`config.mk`:
```
export PLATFORM = sky130hd
export DESIGN_NAME = qthr_irq_top
export DESIGN_NICKNAME = d
export VERILOG_FILES = /design/src/rtl/qthr_pkg.sv /design/src/rtl/qthr_fifo.sv /design/src/rtl/qthr_level.sv /design/src/rtl/qthr_irq_top.sv
export SDC_FILE = /design/constraint.sdc
export NUM_CORES = 1
export LEC_CHECK = 0
export BUFFER_PORTS_ARGS = -buffer_cell sky130_fd_sc_hd__buf_2
export CORE_UTILIZATION = 60
export CTS_BUF_LIST = sky130_fd_sc_hd__clkbuf_8
export DETAILED_ROUTE_END_ITERATION = 8
export PLACE_DENSITY = 0.79
export SLEW_MARGIN = 10
export SYNTH_ARGS = -nofsm -noshare
export SYNTH_HDL_FRONTEND = slang
export SYNTH_SLANG_ARGS = --single-unit
```
`constraint.sdc`:
```
create_clock -name clk -period 5.9 [get_ports clk]
set_input_delay 0.295 -clock clk [delete_from_list [all_inputs] [get_ports clk]]
set_output_delay 0.295 -clock clk [all_outputs]
set_load 0.05 [all_outputs]
```
`src/rtl/qthr_pkg.sv`:
```
// Package: shared definitions for the queue threshold interrupt block.
// Assumes: included before every other file of the block.
package qthr_pkg;

    // Threshold encoding variants used by qthr_level.
    typedef enum logic {
        THR_FREE_SLOTS    = 1'b0,  // 0 = queue empty, N = at least N free slots
        THR_FILL_PLUS_ONE = 1'b1   // N = at least N+1 filled entries
    } thr_mode_e;

    // Reset value of every threshold register.
    localparam int THR_RESET = 1;

endpackage

```
`src/rtl/qthr_fifo.sv`:
```
// Module: qthr_fifo
// What: a first-word-fall-through queue with an occupancy counter. Illegal
//       pushes (when full) and pops (when empty) are dropped and recorded in
//       sticky flags that only reset clears.
// Assumes: DEPTH >= 2. A push and a pop in the same cycle are judged against
//          the occupancy seen before that clock edge.
module qthr_fifo #(
    parameter int DATA_W = 32,
    parameter int DEPTH  = 16,
    localparam int PTR_W = $clog2(DEPTH),
    localparam int CNT_W = $clog2(DEPTH + 1)
) (
    input  logic              clk,
    input  logic              rst_n,
    input  logic              push,
    input  logic [DATA_W-1:0] wdata,
    input  logic              pop,
    output logic [DATA_W-1:0] rdata,
    output logic [CNT_W-1:0]  count,
    output logic              ovf,
    output logic              udf
);

    localparam logic [PTR_W-1:0] LAST_PTR  = PTR_W'(DEPTH - 1);
    localparam logic [CNT_W-1:0] FULL_CNT  = CNT_W'(DEPTH);

    logic [DATA_W-1:0] mem [DEPTH];
    logic [PTR_W-1:0]  wr_ptr;
    logic [PTR_W-1:0]  rd_ptr;
    logic              full;
    logic              empty;
    logic              do_push;
    logic              do_pop;

    // Accept/reject decisions from the pre-edge occupancy.
    always_comb begin
        full    = (count == FULL_CNT);
        empty   = (count == '0);
        do_push = push && !full;
        do_pop  = pop && !empty;
    end

    // Storage write; contents need no reset because the count guards reads.
    always_ff @(posedge clk) begin
        if (do_push) begin
            mem[wr_ptr] <= wdata;
        end
    end

    // Head word is presented without a pop request.
    assign rdata = mem[rd_ptr];

    // Pointer and occupancy bookkeeping.
    always_ff @(posedge clk) begin
        if (!rst_n) begin
            wr_ptr <= '0;
            rd_ptr <= '0;
            count  <= '0;
        end else begin
            if (do_push) begin
                wr_ptr <= (wr_ptr == LAST_PTR) ? '0 : wr_ptr + 1'b1;
            end
            if (do_pop) begin
                rd_ptr <= (rd_ptr == LAST_PTR) ? '0 : rd_ptr + 1'b1;
            end
            count <= count + CNT_W'(do_push) - CNT_W'(do_pop);
        end
    end

    // Sticky error flags; cleared by reset only.
    always_ff @(posedge clk) begin
        if (!rst_n) begin
            ovf <= 1'b0;
            udf <= 1'b0;
        end else begin
            if (push && full) begin
                ovf <= 1'b1;
            end
            if (pop && empty) begin
                udf <= 1'b1;
            end
        end
    end

    AST_NO_OVERFLOW: assert property (@(posedge clk) disable iff (!rst_n)
        count <= FULL_CNT);
    AST_OVF_STICKY: assert property (@(posedge clk) disable iff (!rst_n)
        ovf |=> ovf);
    AST_UDF_STICKY: assert property (@(posedge clk) disable iff (!rst_n)
        udf |=> udf);
    AST_FULL_PUSH_DROPPED: assert property (@(posedge clk) disable iff (!rst_n)
        (push && !pop && count == FULL_CNT) |=> ($stable(count) && ovf));
    AST_EMPTY_POP_DROPPED: assert property (@(posedge clk) disable iff (!rst_n)
        (pop && !push && count == '0) |=> (count == '0 && udf));
    AST_PUSH_POP_BALANCED: assert property (@(posedge clk) disable iff (!rst_n)
        (push && pop && count != '0 && count != FULL_CNT) |=> $stable(count));

endmodule

```
`src/rtl/qthr_level.sv`:
```
// Module: qthr_level
// What: one threshold register with clamp-on-write, and the comparison that
//       turns a queue occupancy into a level interrupt. MODE selects how the
//       threshold value is read (free-slot count or fill count offset by one).
// Assumes: count never exceeds DEPTH; THR_MAX fits in THR_W bits.
module qthr_level
    import qthr_pkg::*;
#(
    parameter thr_mode_e MODE    = THR_FREE_SLOTS,
    parameter int        DEPTH   = 16,
    parameter int        THR_W   = 8,
    parameter int        THR_MAX = 15,
    localparam int       CNT_W   = $clog2(DEPTH + 1)
) (
    input  logic             clk,
    input  logic             rst_n,
    input  logic             we,
    input  logic [THR_W-1:0] wdata,
    input  logic [CNT_W-1:0] count,
    output logic [THR_W-1:0] thr_q,
    output logic             irq
);

    localparam logic [THR_W-1:0] MAX_VAL = THR_W'(THR_MAX);
    localparam logic [THR_W-1:0] RST_VAL = THR_W'(THR_RESET);

    logic [31:0] cnt32;
    logic [31:0] thr32;

    // Threshold register; out-of-range writes are clamped to the maximum.
    always_ff @(posedge clk) begin
        if (!rst_n) begin
            thr_q <= RST_VAL;
        end else if (we) begin
            thr_q <= (wdata > MAX_VAL) ? MAX_VAL : wdata;
        end
    end

    // Widen both operands so the comparison cannot wrap.
    always_comb begin
        cnt32 = 32'(count);
        thr32 = 32'(thr_q);
    end

    generate
        if (MODE == THR_FREE_SLOTS) begin : g_free
            // Free-slot rule: 0 means completely empty, otherwise >= N free.
            always_comb begin
                if (thr32 == 32'd0) begin
                    irq = (cnt32 == 32'd0);
                end else begin
                    irq = ((32'(DEPTH) - cnt32) >= thr32);
                end
            end

            AST_ZERO_THR_NEEDS_EMPTY: assert property (@(posedge clk) disable iff (!rst_n)
                (thr_q == '0 && count != '0) |-> !irq);
        end else begin : g_fill
            // Fill rule: at least N+1 entries present.
            always_comb begin
                irq = (cnt32 >= thr32 + 32'd1);
            end

            AST_EMPTY_NO_FILL_IRQ: assert property (@(posedge clk) disable iff (!rst_n)
                (count == '0) |-> !irq);
        end
    endgenerate

    AST_THR_IN_RANGE: assert property (@(posedge clk) disable iff (!rst_n)
        thr_q <= MAX_VAL);
    AST_THR_HOLDS: assert property (@(posedge clk) disable iff (!rst_n)
        !we |=> $stable(thr_q));

endmodule

```
`src/rtl/qthr_irq_top.sv`:
```
// Module: qthr_irq_top
// What: command and response queues with their threshold registers and the
//       two level interrupts derived from the queue occupancies.
// Assumes: the threshold write port carries one write per cycle at most;
//          interrupt enable and masking live outside this block.
module qthr_irq_top
    import qthr_pkg::*;
#(
    parameter int DATA_W    = 32,
    parameter int CMD_DEPTH = 16,
    parameter int RSP_DEPTH = 8,
    parameter int THR_W     = 8,
    localparam int CMD_CNT_W = $clog2(CMD_DEPTH + 1),
    localparam int RSP_CNT_W = $clog2(RSP_DEPTH + 1)
) (
    input  logic                 clk,
    input  logic                 rst_n,
    input  logic                 cmd_push,
    input  logic [DATA_W-1:0]    cmd_wdata,
    input  logic                 cmd_pop,
    output logic [DATA_W-1:0]    cmd_rdata,
    output logic [CMD_CNT_W-1:0] cmd_count,
    output logic                 cmd_ovf,
    output logic                 cmd_udf,
    input  logic                 rsp_push,
    input  logic [DATA_W-1:0]    rsp_wdata,
    input  logic                 rsp_pop,
    output logic [DATA_W-1:0]    rsp_rdata,
    output logic [RSP_CNT_W-1:0] rsp_count,
    output logic                 rsp_ovf,
    output logic                 rsp_udf,
    input  logic                 thr_wr,
    input  logic                 thr_sel,
    input  logic [THR_W-1:0]     thr_wdata,
    output logic [THR_W-1:0]     cmd_thr,
    output logic [THR_W-1:0]     rsp_thr,
    output logic                 cmd_ready_irq,
    output logic                 rsp_ready_irq
);

    localparam int CMD_THR_MAX = CMD_DEPTH - 1;
    localparam int RSP_THR_MAX = RSP_DEPTH - 1;

    logic cmd_thr_we;
    logic rsp_thr_we;

    // Steer the shared threshold write port to one register.
    always_comb begin
        cmd_thr_we = thr_wr && !thr_sel;
        rsp_thr_we = thr_wr && thr_sel;
    end

    qthr_fifo #(.DATA_W(DATA_W), .DEPTH(CMD_DEPTH)) u_cmd_q (
        .clk   (clk),
        .rst_n (rst_n),
        .push  (cmd_push),
        .wdata (cmd_wdata),
        .pop   (cmd_pop),
        .rdata (cmd_rdata),
        .count (cmd_count),
        .ovf   (cmd_ovf),
        .udf   (cmd_udf)
    );

    qthr_fifo #(.DATA_W(DATA_W), .DEPTH(RSP_DEPTH)) u_rsp_q (
        .clk   (clk),
        .rst_n (rst_n),
        .push  (rsp_push),
        .wdata (rsp_wdata),
        .pop   (rsp_pop),
        .rdata (rsp_rdata),
        .count (rsp_count),
        .ovf   (rsp_ovf),
        .udf   (rsp_udf)
    );

    qthr_level #(
        .MODE    (THR_FREE_SLOTS),
        .DEPTH   (CMD_DEPTH),
        .THR_W   (THR_W),
        .THR_MAX (CMD_THR_MAX)
    ) u_cmd_lvl (
        .clk   (clk),
        .rst_n (rst_n),
        .we    (cmd_thr_we),
        .wdata (thr_wdata),
        .count (cmd_count),
        .thr_q (cmd_thr),
        .irq   (cmd_ready_irq)
    );

    qthr_level #(
        .MODE    (THR_FILL_PLUS_ONE),
        .DEPTH   (RSP_DEPTH),
        .THR_W   (THR_W),
        .THR_MAX (RSP_THR_MAX)
    ) u_rsp_lvl (
        .clk   (clk),
        .rst_n (rst_n),
        .we    (rsp_thr_we),
        .wdata (thr_wdata),
        .count (rsp_count),
        .thr_q (rsp_thr),
        .irq   (rsp_ready_irq)
    );

    AST_EMPTY_CMD_READY: assert property (@(posedge clk) disable iff (!rst_n)
        (cmd_count == '0) |-> cmd_ready_irq);
    AST_FULL_RSP_READY: assert property (@(posedge clk) disable iff (!rst_n)
        (rsp_count == RSP_CNT_W'(RSP_DEPTH)) |-> rsp_ready_irq);
    AST_FULL_CMD_QUIET: assert property (@(posedge clk) disable iff (!rst_n)
        (cmd_count == CMD_CNT_W'(CMD_DEPTH)) |-> !cmd_ready_irq);

endmodule

```
## Word level (Yosys, flattened, before mapping)

Memories as Yosys holds them, arrays and structs flattened. A register that Yosys moved wholly into a read port is not among the register bits.
Index checks and enable logic that the tools add are counted.

- Bits in registers: 43
- Bits of input ports: 80
- Memory bits (writable): 768
- Memories kept: 2
- Logic and storage cells: 68

- Reduce and logical (&&, ||, !) cells: 19
- Equality and inequality tests: 6
- Order comparisons: 4
- Muxes and demuxes: 15
- Add/sub/neg operators: 10

Memories:

| name | words | bits a word | rd ports | clocked after Yosys merged registers in | write ports | line | RTL |
|---|---|---|---|---|---|---|---|
| u_cmd_q.mem | 16 | 32 | 1 | 1 | 1 | qthr_fifo.sv:27 | `logic [DATA_W-1:0] mem [DEPTH];` |
| u_rsp_q.mem | 8 | 32 | 1 | 1 | 1 | qthr_fifo.sv:27 |  |

Operators by type and width:

| kind | number |
|---|---|
| $logic_not 32->1 | 2 |
| $ge 32x8->1 | 1 |
| $ge 4x32->1 | 1 |
| $mux 4 | 4 |
| $mux 8 | 2 |
| $eq 4x4->1 const B | 3 |
| $mux 3 | 4 |
| $logic_and 1x1->1 | 10 |
| $add 8x1->9 const B | 1 |
| $add 4x1->4 const B | 2 |
| $gt 8x3->1 const B | 1 |
| $gt 8x4->1 const B | 1 |
| $add 3x1->3 const B | 2 |
| $eq 3x3->1 const B | 2 |
| $sub 5x5->6 const A | 1 |
| $add 5x1->5 | 1 |
| $eq 5x5->1 const B | 1 |
| $logic_not 1->1 | 5 |
| $logic_not 5->1 | 1 |
| $mux 1 | 5 |
| $sub 5x1->5 | 1 |
| $add 4x1->4 | 1 |
| $logic_not 4->1 | 1 |
| $sub 4x1->4 | 1 |

## Longest topological paths before layout

Gate-level depths: netlist (run 1).

- Depth in word-level cells: 5
- Depth in mapped cells: 14

## Modules after synthesis

Synthesis (run 1) repeated with hierarchy kept, for this count alone.

- Cell total of the unflattened synthesis: 1468
- Area, all modules: 31655.4 µm²

Modules (own cells, without submodules):

| module | instances | area an instance (µm²) | sequential area each (µm²) | cells each |
|---|---|---|---|---|
| qthr_fifo (u_cmd_q) | 1 | 20109.3 | 15755.1 | 904 |
| qthr_fifo (u_rsp_q) | 1 | 10551.4 | 7987.7 | 458 |
| qthr_level (u_cmd_lvl) | 1 | 574.3 | 160.2 | 63 |
| qthr_level (u_rsp_lvl) | 1 | 404.1 | 160.2 | 41 |
| qthr_irq_top | 1 | 16.3 | 0.0 | 2 |

## Worst setup path after synthesis (run 1)

OpenSTA, ideal clock, no wires.

- Path type: flip-flop to flip-flop
- Start point: register u_rsp_q.count[2]
- End point: memory u_rsp_q.mem[0][0] (enable)
- Setup time: 501 ps
- Stages on the path, launching flop included: 6
- Path buffers: 1
- Arrival: 4448 ps
- Path slack: 950 ps
- Period minus slack after synthesis: 4950 ps
- Cell sequence: dfxtp_1 inv_1 ha_1 a21bo_2 clkbuf_1 nor4_1

- Word-level cells in the longest chain between the ends: 5

Ends and longest elaborated chain:

| what | line | RTL |
|---|---|---|
| from (decl) | qthr_fifo.sv:19 | `output logic [CNT_W-1:0] count,` |
| from (signal assigned) | qthr_fifo.sv:66 | `count <= count + CNT_W'(do_push) - CNT_W'(do_pop);` |
| $eq 4x4->1 | qthr_fifo.sv:37 | `full = (count == FULL_CNT);` |
| $logic_not 1->1 | qthr_fifo.sv:39 | `do_push = push && !full;` |
| $logic_and 1x1->1 | qthr_fifo.sv:39 |  |
| $mux 1 | qthr_fifo.sv:45 | `if (do_push) begin` |
| $mux 1 (not written as such) | qthr_fifo.sv:46 | `mem[wr_ptr] <= wdata;` |
| to (decl) | qthr_fifo.sv:27 |  |

Every way passes these cells.

==> metrics.md, run 1 <==
| Metric | Value |
|---|---|
| Outcome | `completed` |
| Max Cap Viol | `0` |
| CTS root buf | `clkbuf_8` |
| Cells on worst reg2reg path | `7` |
| Clk_lat worst skew | `0.78 ns` |
| Count leader, synth | `edfxtp_1` |
| Synthesized area per cell | `21.44 sq um` |
| Row count | `83` |
| Routed vias/inst | `~6.1` |
| Synth Net Count | `about 1.6k` |
| YS warnings | `0` |
| Relative slew slack | `~16%` |
| Final setup vio count | `0` |
| Final Max Slew Viols | `0` |
| CP delay by family, top | `buffers and inverters` |
| Register bit total from synthesis | `818` |
| Hold Slack | `0.3227 ns` |
| Antenna Nets Post-Route | `0` |
| Initial Util | `60.93%` |
| FF+latch area | `0.02408 sq mm` |
| DR WL/cell | `about 25 um` |
| Hold Crit Class | `in -> reg` |
| Max FO, Critical Path | `46` |
| Worst r2r src | `u_cmd_q.count[2]` |
| Largest cells by area after synthesis | `edfxtp_1, mux4_2, dfxtp_1` |
| Reg-to-reg endpoint | `u_cmd_q.mem[14][30]` |
| Worst Path Buf+Inv | `2` |
| Largest area contributor in the netlist | `edfxtp_1` |
| Clk buf depth | `3` |
| Final period demand of the worst path | `3.830 ns` |
| Mapped Cells | `approximately 1.5k` |
| Vias in the first global route | `around 17k` |
| # IOs | `between 150 and 200` |
| Via Count | `about 16k` |
| Ys async rst share | `0%` |
| CTS H-tree lvls | `4` |
| Synth cell count leaders | `edfxtp_1, mux4_2, a22oi_1` |
| Nets | `approximately 1.9k` |
| Pwr dens | `397.6 mW/mm^2` |
| Hold Path Sink | `u_cmd_q.ovf` |
| Post-Place Worst Slack | `approximately 2.5 ns` |
| Final Power | `~14 mW` |
| R2R setup slack | `roughly 2.5 ns` |
| Total leakage power | `about 12 nW` |
| Largest net degree at the start of global routing | `69` |
| Crit path DAT | `between 3 and 4 ns` |
| Sequential area share after synthesis | `a little under 80%` |
| Die H | `230.5 um` |
| PortBufs | `approximately 170` |
| Final wirelength | `between 60,000 and 70,000 um` |
| CTS clk-pin slew, worst paths | `roughly 0.06 ns` |
| Hold_buf cts | `between 80 and 90` |
| Post-DP HPWL | `34,530 um` |
| TritonRoute pass-1 iters | `6` |
| Worst Setup Path Type | `reg -> out` |
| Period utilization | `approximately 65%` |
| Number of synthesized flops with an enable pin | `approximately 770` |
| Core area | `around 0.051 sq mm` |
| WHS Path Cells | `4` |
| Multi-input gate area | `approximately 0.0070 sq mm` |
| Max Fclk | `between 0.2 and 0.3 GHz` |
| Share of layout cells above drive strength 1 | `32.93%` |
| First-pass GRT wire length | `96,670 um` |
| CTS buffer count | `approximately 130` |
| Gr ovfl total | `0` |
| DIE AREA | `around 0.053 sq mm` |
| GPL Wtd Cong | `between 0.8 and 0.9` |
| Filler cells | `about 2.9k` |
| Worst setup margin | `a little over 2 ns` |
| CP Capture Type | `primary output` |
| Count of different cell masters after synthesis | `between 40 and 50` |
| Die W | `between 200 and 250 um` |
| Synth Cell Area | `~0.031 sq mm` |
| Synth top area share | `~74%` |
| Global Route Usage Sum | `roughly a quarter` |
| Gates resized, CTS repair | `0` |
| Initial antenna violation count | `1` |
| RSZ-0062 raised after global routing | `no` |
| CTS tree | `built` |
| Area Growth Syn to Fin | `16.19%` |
| Worst EP required | `~5.6 ns` |
| Initial drt markers | `around 1.5k` |
| Hold Fails Final Rpt | `0` |
| Slowest Stage Delay on Critical Path | `around 0.84 ns` |
| Primary FF master, synth | `edfxtp_1` |
| CP max stage cell | `buf_4` |
| # DRC | `0` |
| HP Start | `cmd_push` |
| Post-CTS Setup Repair Bufs | `0` |
| Sink Count | `slightly above 800` |
| CP cell instances | `buf_4 -> mux4_2 -> a22oi_1 -> nand2_1 -> buf_2` |
| Clock Skew | `between 0.03 and 0.04 ns` |
| Setup tns final | `0 ns` |
| CP Launch Type | `flip-flop` |
| Slew @ Worst Pin | `between 1 and 1.5 ns` |
| Peak supply drop | `roughly 0.3 mV` |
[metrics by stage]
stage / util (%) / cells / instance area (sq um)
floorplan: - / 1461 / 31320
global placement: 64.28 / 2266 / 33040
detailed placement: 64.28 / 2266 / 33040
CTS: 70.78 / 2584 / 36390
global route: 70.78 / 2584 / 36390
finish: 70.80 / 2587 / 36390
[cell families after synthesis]
family,synth area share (%)
fa+ha+maj,1.686
mux,15.05
xor+xnor,0.2796
simple gates,2.145
flops,76.83
buf+inv,1.518
compound gates,2.493
[worst reg2reg max path, stage by stage (launching register included)]
cell	delay (ns)
dfxtp_1	0.39
inv_1	0.11
ha_1	0.21
and2_1	0.16
ha_1	0.19
nor2b_1	0.51
nand2_1	0.39
nor2_4	1.04
[report_power, final]
part	total [mW]	internal [mW]	switching (mW)
logic	3.06	1.18	1.88
registers	6.79	6.59	0.199
clock network	4.62	2.40	2.22
total	14.5	10.2	4.30
[state kept, by name, summed over array words and instances, names as in the netlist, named ones only]
register and count:
u_cmd_q.mem 512, u_rsp_q.mem 256, u_cmd_lvl.thr_q 8, u_rsp_lvl.thr_q 8
u_cmd_q.count 5, u_cmd_q.rd_ptr 4, u_cmd_q.wr_ptr 4, u_rsp_q.count 4
u_rsp_q.rd_ptr 3, u_rsp_q.wr_ptr 3, u_cmd_q.ovf 1, u_cmd_q.udf 1
u_rsp_q.ovf 1, u_rsp_q.udf 1
[layout by cell type (no fill, tap or decap), drive strengths merged, types with 38 or more instances in the layout]
master,count
edfxtp,768
buf,195
mux4,192
clkbuf,137
dlygate4sd3,84
inv,69
a22oi,64
nand2,56
clkinv,52
dfxtp,50
ha,39
nor2,38
[per-layer routing]
metal / wire length, um / vias up / GRT usage [%]
met5: 0 / - / 0
met4: 1235 / 0 / 8.340
met3: 4778 / 95 / 6.262
met2: 32780 / 735 / 41.04
met1: 24900 / 8150 / 32.24
li1: - / 6756 / -
[how the worst max path moves through the flow]
stage | slack [ns] | cells after the start | from | to
floorplan | 0.95 | 5 | u_rsp_q.count[2] | u_rsp_q.mem[0][0]
global placement | 2.61 | 7 | u_cmd_q.count[1] | u_cmd_q.mem[11][31]
detailed placement | 2.45 | 7 | u_cmd_q.count[2] | u_cmd_q.mem[15][24]
finish | 2.07 | 5 | flip-flop | cmd_rdata[17]
global route | 1.79 | 5 | flip-flop | cmd_rdata[0]
CTS | 1.91 | 5 | flip-flop | cmd_rdata[16]
[final cells by class]
type                            count  area share (%)
Sequential cell                   818           66.15
Multi-Input combinational cell    540           19.14
Clock buffer                      137           5.181
Timing Repair Buffer              279           5.136
Tap cell                          680           2.338
Clock inverter                     97           1.691
Inverter                           33          0.3404
Antenna cell                        3         0.02063
Note: power is estimated with default switching activity, not from simulation.
==> run 2: changes to the inputs <==
--- a/config.mk
+++ b/config.mk
@@ -5,11 +5,12 @@
 export SDC_FILE = /design/constraint.sdc
 export NUM_CORES = 1
 export LEC_CHECK = 0
+export ABC_AREA = 1
 export BUFFER_PORTS_ARGS = -buffer_cell sky130_fd_sc_hd__buf_2
 export CORE_UTILIZATION = 60
 export CTS_BUF_LIST = sky130_fd_sc_hd__clkbuf_8
 export DETAILED_ROUTE_END_ITERATION = 8
-export PLACE_DENSITY = 0.79
+export PLACE_DENSITY = 0.78
 export SLEW_MARGIN = 10
 export SYNTH_ARGS = -nofsm -noshare
 export SYNTH_HDL_FRONTEND = slang
==> constraint.sdc (replaced) <==
create_clock -name clk -period 3.8 [get_ports clk]
set_input_delay 0.19 -clock clk [delete_from_list [all_inputs] [get_ports clk]]
set_output_delay 0.19 -clock clk [all_outputs]
set_load 0.05 [all_outputs]
==> run 2 against run 1 <==
Utilization down 1.5 points. Wire length up 15%. Clock skew down 0.0069 ns. Non-clock buffer count up 29. Clock-buffer cell count down 14. First-iteration DRC count up 45%. Worst setup slack worse by 1.5 ns. Flip-flop and latch count unchanged. Area after synthesis up 7.0%. Critical endpoint is now rsp_rdata[19].
==> metrics.md, run 2 <==
| Metric | Value |
|---|---|
| CTS buffer count | `120 (-8.4%)` |
| Max Fclk | `0.3111 GHz` |
| Final Power | `24.88 mW (+72%)` |
| Clock Skew | `0.03165 ns (-0.006905 ns)` |
| Cell mode on critical path | `nand2_1` |
| Synth cell count leaders | `edfxtp_1, inv_1, nand2_1` |
| Hold Crit Class | `in -> reg` |
| YS warnings | `0 (unchanged)` |
| Core area | `0.05509 sq mm (+7.2%)` |
| Slowest Stage Delay on Critical Path | `0.71 ns (-0.13 ns)` |
| Die W | `238.3 um (+3.4%)` |
| CTS clk-pin slew, worst paths | `0.07 ns (about the same)` |
| Global Route Usage Sum | `25.89% (+1.2 points)` |
| Nets | `3,025 (+57%)` |
| Relative slew slack | `18.32% (+2.4 points)` |
| CP cell instances | `buf_4 -> o21ai_0 -> o22ai_1 -> nand2_1 -> nand2_1 -> buf_2` |
| Gr ovfl total | `0 (unchanged)` |
| Worst Path Buf+Inv | `2 (unchanged)` |
| Mapped Cells | `2,624 (+80%)` |
| Period utilization | `a little over four fifths` |
| Outcome | `completed` |
| Peak supply drop | `0.4375 mV (+42%)` |
| Slew @ Worst Pin | `1.225 ns (-0.03364 ns)` |
| Crit path DAT | `3.02 ns (-0.52 ns)` |
| Vias in the first global route | `20.96k (+26%)` |
| CP Capture Type | `primary output` |
| Count of different cell masters after synthesis | `36 (-18%)` |
| # IOs | `175 (unchanged)` |
| Hold Fails Final Rpt | `0 (unchanged)` |
| Final setup vio count | `0 (unchanged)` |
| Antenna Nets Post-Route | `0 (unchanged)` |
| Largest Register | `u_cmd_q.mem` |
| Post-CTS Setup Repair Bufs | `0 (unchanged)` |
| DIE AREA | `0.05679 sq mm (+6.9%)` |
| # DRC | `0 (unchanged)` |
| CTS root buf | `clkbuf_8` |
| Largest net degree at the start of global routing | `129 (+87%)` |
| Initial antenna violation count | `3 (+2)` |
| Sink Count | `818 (unchanged)` |
| Final period demand of the worst path | `between 3 and 4 ns` |
| Total leakage power | `14.08 nW (+16%)` |
| Worst Setup Path Type | `reg -> out` |
| Ys async rst share | `0% (unchanged)` |
| DR WL/cell | `19.59 um (-20%)` |
| Worst EP required | `3.61 ns (-2.00 ns)` |
| Via Count | `21.36k (+36%)` |
| Initial Util | `60.81% (-0.11 points)` |
| TritonRoute pass-1 iters | `5 (-1)` |
| Synth Net Count | `2,745 (+74%)` |
| CTS tree | `built` |
| Max reg flops | `512 (unchanged)` |
| Post-DP HPWL | `40,920 um (+19%)` |
| Largest area contributor in the netlist | `edfxtp_1` |
| Top Registers | `u_cmd_q.mem (512), u_rsp_q.mem (256)` |
| Largest cells by area after synthesis | `edfxtp_1, inv_1, nand2_1` |
| Area Growth Syn to Fin | `13.94%` |
| Most frequent cells in the layout | `edfxtp_1, inv_1, nand2_1, nand3_1, buf_2` |
| Setup tns final | `0 ns (unchanged)` |
| Final wirelength | `73,490 um (+15%)` |
| Row count | `86 (+3.6%)` |
| Clk_lat worst skew | `0.73 ns (-0.05 ns)` |
| GPL Wtd Cong | `0.7967 (-2.8%)` |
| Share of layout cells above drive strength 1 | `13.60% (-19 points)` |
| First-pass GRT wire length | `112,600 um (+17%)` |
| Initial drt markers | `2,115 (+45%)` |
| CP Launch Type | `flip-flop` |
| Primary FF master, synth | `edfxtp_1` |
| Routed vias/inst | `5.694 (-6.4%)` |
| PortBufs | `174 (unchanged)` |
| Max FO, Critical Path | `49 (+6.5%)` |
| Synth Cell Area | `0.03350 sq mm (+7.0%)` |
| CP max stage cell | `dfxtp_4` |
| CTS H-tree lvls | `3 (-1)` |
| Clk buf depth | `3 (unchanged)` |
| Register bit total from synthesis | `818 (unchanged)` |
| Most common cell after layout, fill and taps aside | `edfxtp_1` |
| RSZ-0062 raised after global routing | `no` |
| Count leader, synth | `edfxtp_1` |
| Max Cap Viol | `0 (unchanged)` |
| Pwr dens | `651.7 mW/mm^2 (+64%)` |
| CP delay by family, top | `buffers and inverters` |
| Synthesized area per cell | `12.77 sq um (-40%)` |
| Gates resized, CTS repair | `0 (unchanged)` |
| Number of synthesized flops with an enable pin | `768 (unchanged)` |
| Final Max Slew Viols | `0 (unchanged)` |
| Sequential area share after synthesis | `71.82% (-5.0 points)` |
| Synth top area share | `68.83% (-4.8 points)` |
| Die H | `238.3 um (+3.4%)` |
==> run 2: routing by layer <==
| layer | wire, um | share of wire, % | vias up | GRT usage (%) |
|---|---|---|---|---|
| met4 | 1591 | 2.2 | 0 | 9.382 |
| met1 | 29930 | 41 | 10350 | 34.74 |
| li1 | - | - | 9949 | - |
| met2 | 36440 | 50 | 943 | 42.78 |
| met5 | 0 | 0 | - | 0 |
| met3 | 5528 | 7.5 | 124 | 4.523 |
==> run 2: cells by family (layout without fill, tap and decap cells) <==
family	after synthesis	after routing	synth area share (%)
DFF	818	818	71.82
and+or+nand+nor	654	654	8.175
AOI/OAI and AO/OA	560	560	9.609
buffers and inverters	480	857	6.726
muxes	64	64	1.912
adders and majority gates	41	41	1.576
xor gates and xnor gates	7	7	0.1830
other	0	3	0
==> run 2: path summary, 6_finish.rpt <==
kind,startpoint,end,slack (ns),cells past startpoint
worst max-delay path,flip-flop,rsp_rdata[19],0.59,6
worst min-delay path,rsp_wdata[29],u_rsp_q.mem[0][29],0.26,2
worst max register to register,u_cmd_q.count[2],u_cmd_q.mem[11][21],0.72,11
worst min register to register,u_rsp_q.ovf,u_rsp_q.ovf,0.45,2
==> run 2: what timing repair did <==
item	CTS	global route
endpoints found under the setup margin	0	0
hold buffers	88	0
endpoints found under the hold margin	809	0
==> run 2: worst register-to-register path, stage by stage (launching register included) <==
cell     delay (ns)
dfxtp_1        0.42
inv_1          0.12
ha_1           0.22
nand2_1        0.06
inv_1          0.05
ha_1           0.20
nor2_1         0.40
inv_1          0.24
nor2_1         0.20
nand2_1        0.18
nor2_4         0.12
buf_4          0.48
==> run 2: power breakdown <==
| group | switching, mW | internal (mW) | total, mW |
|---|---|---|---|
| Combinational | 5.32 | 2.06 | 7.37 |
| Sequential | 0.450 | 10.3 | 10.8 |
| Clock | 3.28 | 3.43 | 6.71 |
==> run 2: area by class of cell <==
class / count / area [sq um]
diodes: 3 / 7.507
clock buffers: 123 / 1693
clock inverters: 96 / 593.1
fillers: 3693 / 16920
inverters: 330 / 1239
multi-input cells: 1326 / 7368
flip-flops and latches: 818 / 24080
well taps: 748 / 935.9
repair buffers: 308 / 2260
==> run 2: through the flow <==
stage / std cells / utilization (%) / worst slack [ns] / hold slack, ns / instance area, sq um
after floorplan: 2624 / - / 0.05149 / 0.2889 / 33500
after global placement: 3442 / 63.53 / 0.9025 / 0.4252 / 35000
after detailed placement: 3442 / 63.53 / 0.8295 / 0.4341 / 35000
after CTS: 3749 / 69.28 / 0.5883 / 0.1946 / 38170
after global routing: 3752 / 69.30 / 0.3706 / 0.2344 / 38180
final: 3752 / 69.30 / 0.5860 / 0.2581 / 38180
==> run 3: changes to the inputs <==
--- a/config.mk
+++ b/config.mk
@@ -7,7 +7,7 @@
 export LEC_CHECK = 0
 export ABC_AREA = 1
 export BUFFER_PORTS_ARGS = -buffer_cell sky130_fd_sc_hd__buf_2
-export CORE_UTILIZATION = 60
+export CORE_UTILIZATION = 57
 export CTS_BUF_LIST = sky130_fd_sc_hd__clkbuf_8
 export DETAILED_ROUTE_END_ITERATION = 8
 export PLACE_DENSITY = 0.78
==> constraint.sdc (replaced) <==
create_clock -name clk -period 2.6 [get_ports clk]
set_input_delay 0.13 -clock clk [delete_from_list [all_inputs] [get_ports clk]]
set_output_delay 0.13 -clock clk [all_outputs]
set_load 0.05 [all_outputs]
==> run 3 against run 2 <==
The run now ends with setup timing left. Cell count is 2.2% higher. Combinational power rose by 79%. Global-route usage decreased by 0.31 points. Clock power increased by 44%. Critical path depth increased by 9. Utilization decreased by 0.85 points. Critical path type unchanged. Via count increased by 2.6%. Register-to-register slack got worse by 0.73 ns. Worst setup slack worse by 0.73 ns. Sequential share of layout area shrank 2.3 points. Non-clock buffer count is 56 higher. Worst hold slack got worse by 0.061 ns.
==> metrics.md, run 3 (synthesis results as in run 2) <==
| Metric | Value |
|---|---|
| Outcome | `finished, violations left` |
| Failing checks | `setup timing` |
| Most common cell after layout, fill and taps aside | `edfxtp_1` |
| GPL Wtd Cong | `0.8099 (+1.7%)` |
| CTS H-tree lvls | `3 (unchanged)` |
| CP Capture Type | `primary output` |
| TritonRoute pass-1 iters | `7 (+2)` |
| CP max stage cell | `dfxtp_4` |
| Clk buf depth | `3 (unchanged)` |
| Share of layout cells above drive strength 1 | `16.47% (+2.9 points)` |
| Worst setup margin | `-0.1452 ns (-0.7312 ns)` |
| CP cell instances | `inv_4 -> buf_6 -> ha_4 -> nand2_4 -> xor2_2 -> ha_4 -> nand2_4 -> inv_2 -> nand2_1 -> nand2_1 -> nand2_2 -> nand4_1 -> nand2_1 -> nand2_2 -> buf_8` |
| Routed vias/inst | `5.718 (+0.42%)` |
| Core area | `0.05792 sq mm (+5.1%)` |
| Final wirelength | `78,120 um (+6.3%)` |
| Crit path DAT | `2.62 ns (-0.40 ns)` |
| Area Growth Syn to Fin | `18.31%` |
| Global Route Usage Sum | `25.58% (-0.31 points)` |
| Final Power | `38.35 mW (+54%)` |
| Worst EP required | `2.47 ns (-1.14 ns)` |
| Hold Crit Class | `in -> reg` |
| Final core occ | `68.44% (-0.85 points)` |
| Most frequent cells in the layout | `edfxtp_1, inv_1, nand2_1, nand3_1, o21ai_0` |
| DIE AREA | `0.05975 sq mm (+5.2%)` |
| Max FO, Critical Path | `2 (-96%)` |
| CTS root buf | `clkbuf_8` |
| # DRC | `0 (unchanged)` |
| Clock Skew | `0.03615 ns (+0.004498 ns)` |
| Pwr dens | `967.4 mW/mm^2 (+48%)` |
| Post-Place Worst Slack | `0.04341 ns (-0.7860 ns)` |
| Initial drt markers | `2,150 (+1.7%)` |
| Largest Register | `u_cmd_q.mem` |
| CTS clk-pin slew, worst paths | `0.06 ns (about the same)` |
| Die W | `244.4 um (+2.6%)` |
| Worst Path Buf+Inv | `4 (+2)` |
| Sink Count | `818 (unchanged)` |
| CTS buffer count | `121 (+0.83%)` |
| Gr ovfl total | `0 (unchanged)` |
| Peak supply drop | `1.140 mV (+160%)` |
| Post-DP HPWL | `41,530 um (+1.5%)` |
| # IOs | `175 (unchanged)` |
| First-pass GRT wire length | `118,100 um (+4.9%)` |
| Met1 GRT Util | `34.24% (-0.49 points)` |
| Clk_lat worst skew | `0.75 ns (+0.02 ns)` |
| Hold Fails Final Rpt | `0 (unchanged)` |
| CP Launch Type | `flip-flop` |
| Nets | `3,082 (+1.9%)` |
| RSZ-0062 raised after global routing | `yes` |
| Worst Setup Path Type | `reg -> out` |
| DR WL/cell | `20.37 um (+4.0%)` |
| Grt met2 use | `42.12% (-0.66 points)` |
| Row count | `88 (+2.3%)` |
| Relative slew slack | `53.63% (+35 points)` |
| Slew @ Worst Pin | `0.6948 ns (-0.5304 ns)` |
| Max reg flops | `512 (unchanged)` |
| Busiest grt layer | `met2` |
| Period utilization | `105.6%` |
| Via Count | `21.93k (+2.6%)` |
| Largest net degree at the start of global routing | `92 (-29%)` |
| Max Cap Viol | `0 (unchanged)` |
| PortBufs | `174 (unchanged)` |
| Total leakage power | `14.63 nW (+3.9%)` |
| Vias in the first global route | `21.63k (+3.2%)` |
| M3 GR Usage | `4.653% (+0.13 points)` |
| CP delay by family, top | `simple AND/OR/NAND/NOR gates` |
| Antenna Nets Post-Route | `0 (unchanged)` |
| Cell mode on critical path | `nand2_1` |
| Slowest Stage Delay on Critical Path | `0.35 ns (-0.36 ns)` |
| Top Registers | `u_cmd_q.mem (512), u_rsp_q.mem (256)` |
| Final period demand of the worst path | `between 2 and 3 ns` |
| CTS tree | `built` |
| Final setup vio count | `4 (+4)` |
| Die H | `244.4 um (+2.6%)` |
| Max Fclk | `0.3643 GHz` |
| Initial antenna violation count | `4 (+1)` |
| Final Max Slew Viols | `0 (unchanged)` |
| Initial Util | `57.85% (-3.0 points)` |
run 3: repair_timing:
action | CTS | global route
gates resized for setup | 54 | 77
setup endpoints to repair | 56 | 40
buffers inserted | 13 | 10
hold buffers | 92 | 0
pin swaps | 6 | 22
hold endpoints to repair | 818 | 0
gates cloned | 5 | 4
run 3: final cells by class:
cell class	count	area, sq um
flip-flops and latches	818	24100
fillers	3825	18280
multi-input cells	1326	7581
repair buffers	364	3477
clock buffers	125	1720
inverters	330	1251
well taps	765	957.2
clock inverters	103	543.0
diodes	4	10.01
run 3: per-layer routing:
| metal | wire length, um | part of all wire (%) |
|---|---|---|
| met2 | 38610 | 49 |
| met4 | 1881 | 2.4 |
| met1 | 30830 | 39 |
| met3 | 6768 | 8.7 |
| met5 | 23 | 0.029 |
run 3: final timing paths:
| check | from | cells after the start | to | slack, ns |
|---|---|---|---|---|
| max | u_cmd_q.count[1] | 15 | cmd_ready_irq | -0.15 |
| min | rsp_wdata[11] | 2 | u_rsp_q.mem[2][11] | 0.20 |
| max reg2reg | u_cmd_q.count[3] | 10 | u_cmd_q.mem[13][21] | -0.01 |
| min reg2reg | u_rsp_lvl.thr_q[5] | 2 | u_rsp_lvl.thr_q[5] | 0.48 |
run 3: stage by stage:
step,instances,TNS (ns),cell area (sq um),hold WS [ns]
final,3835,-0.1594,39640,0.1972
after global routing,3833,-4.151,39630,0.1904
after floorplan,2624,-14.08,33670,0.2289
after detailed placement,3480,0,35580,0.3724
after global placement,3480,0,35580,0.3737
after CTS,3818,-0.1500,39200,0.1437
run 3: power breakdown:
part / internal (mW) / total [mW] / switching, mW
registers: 15.1 / 15.5 / 0.333
clock network: 4.80 / 9.69 / 4.89
logic: 4.34 / 13.2 / 8.86
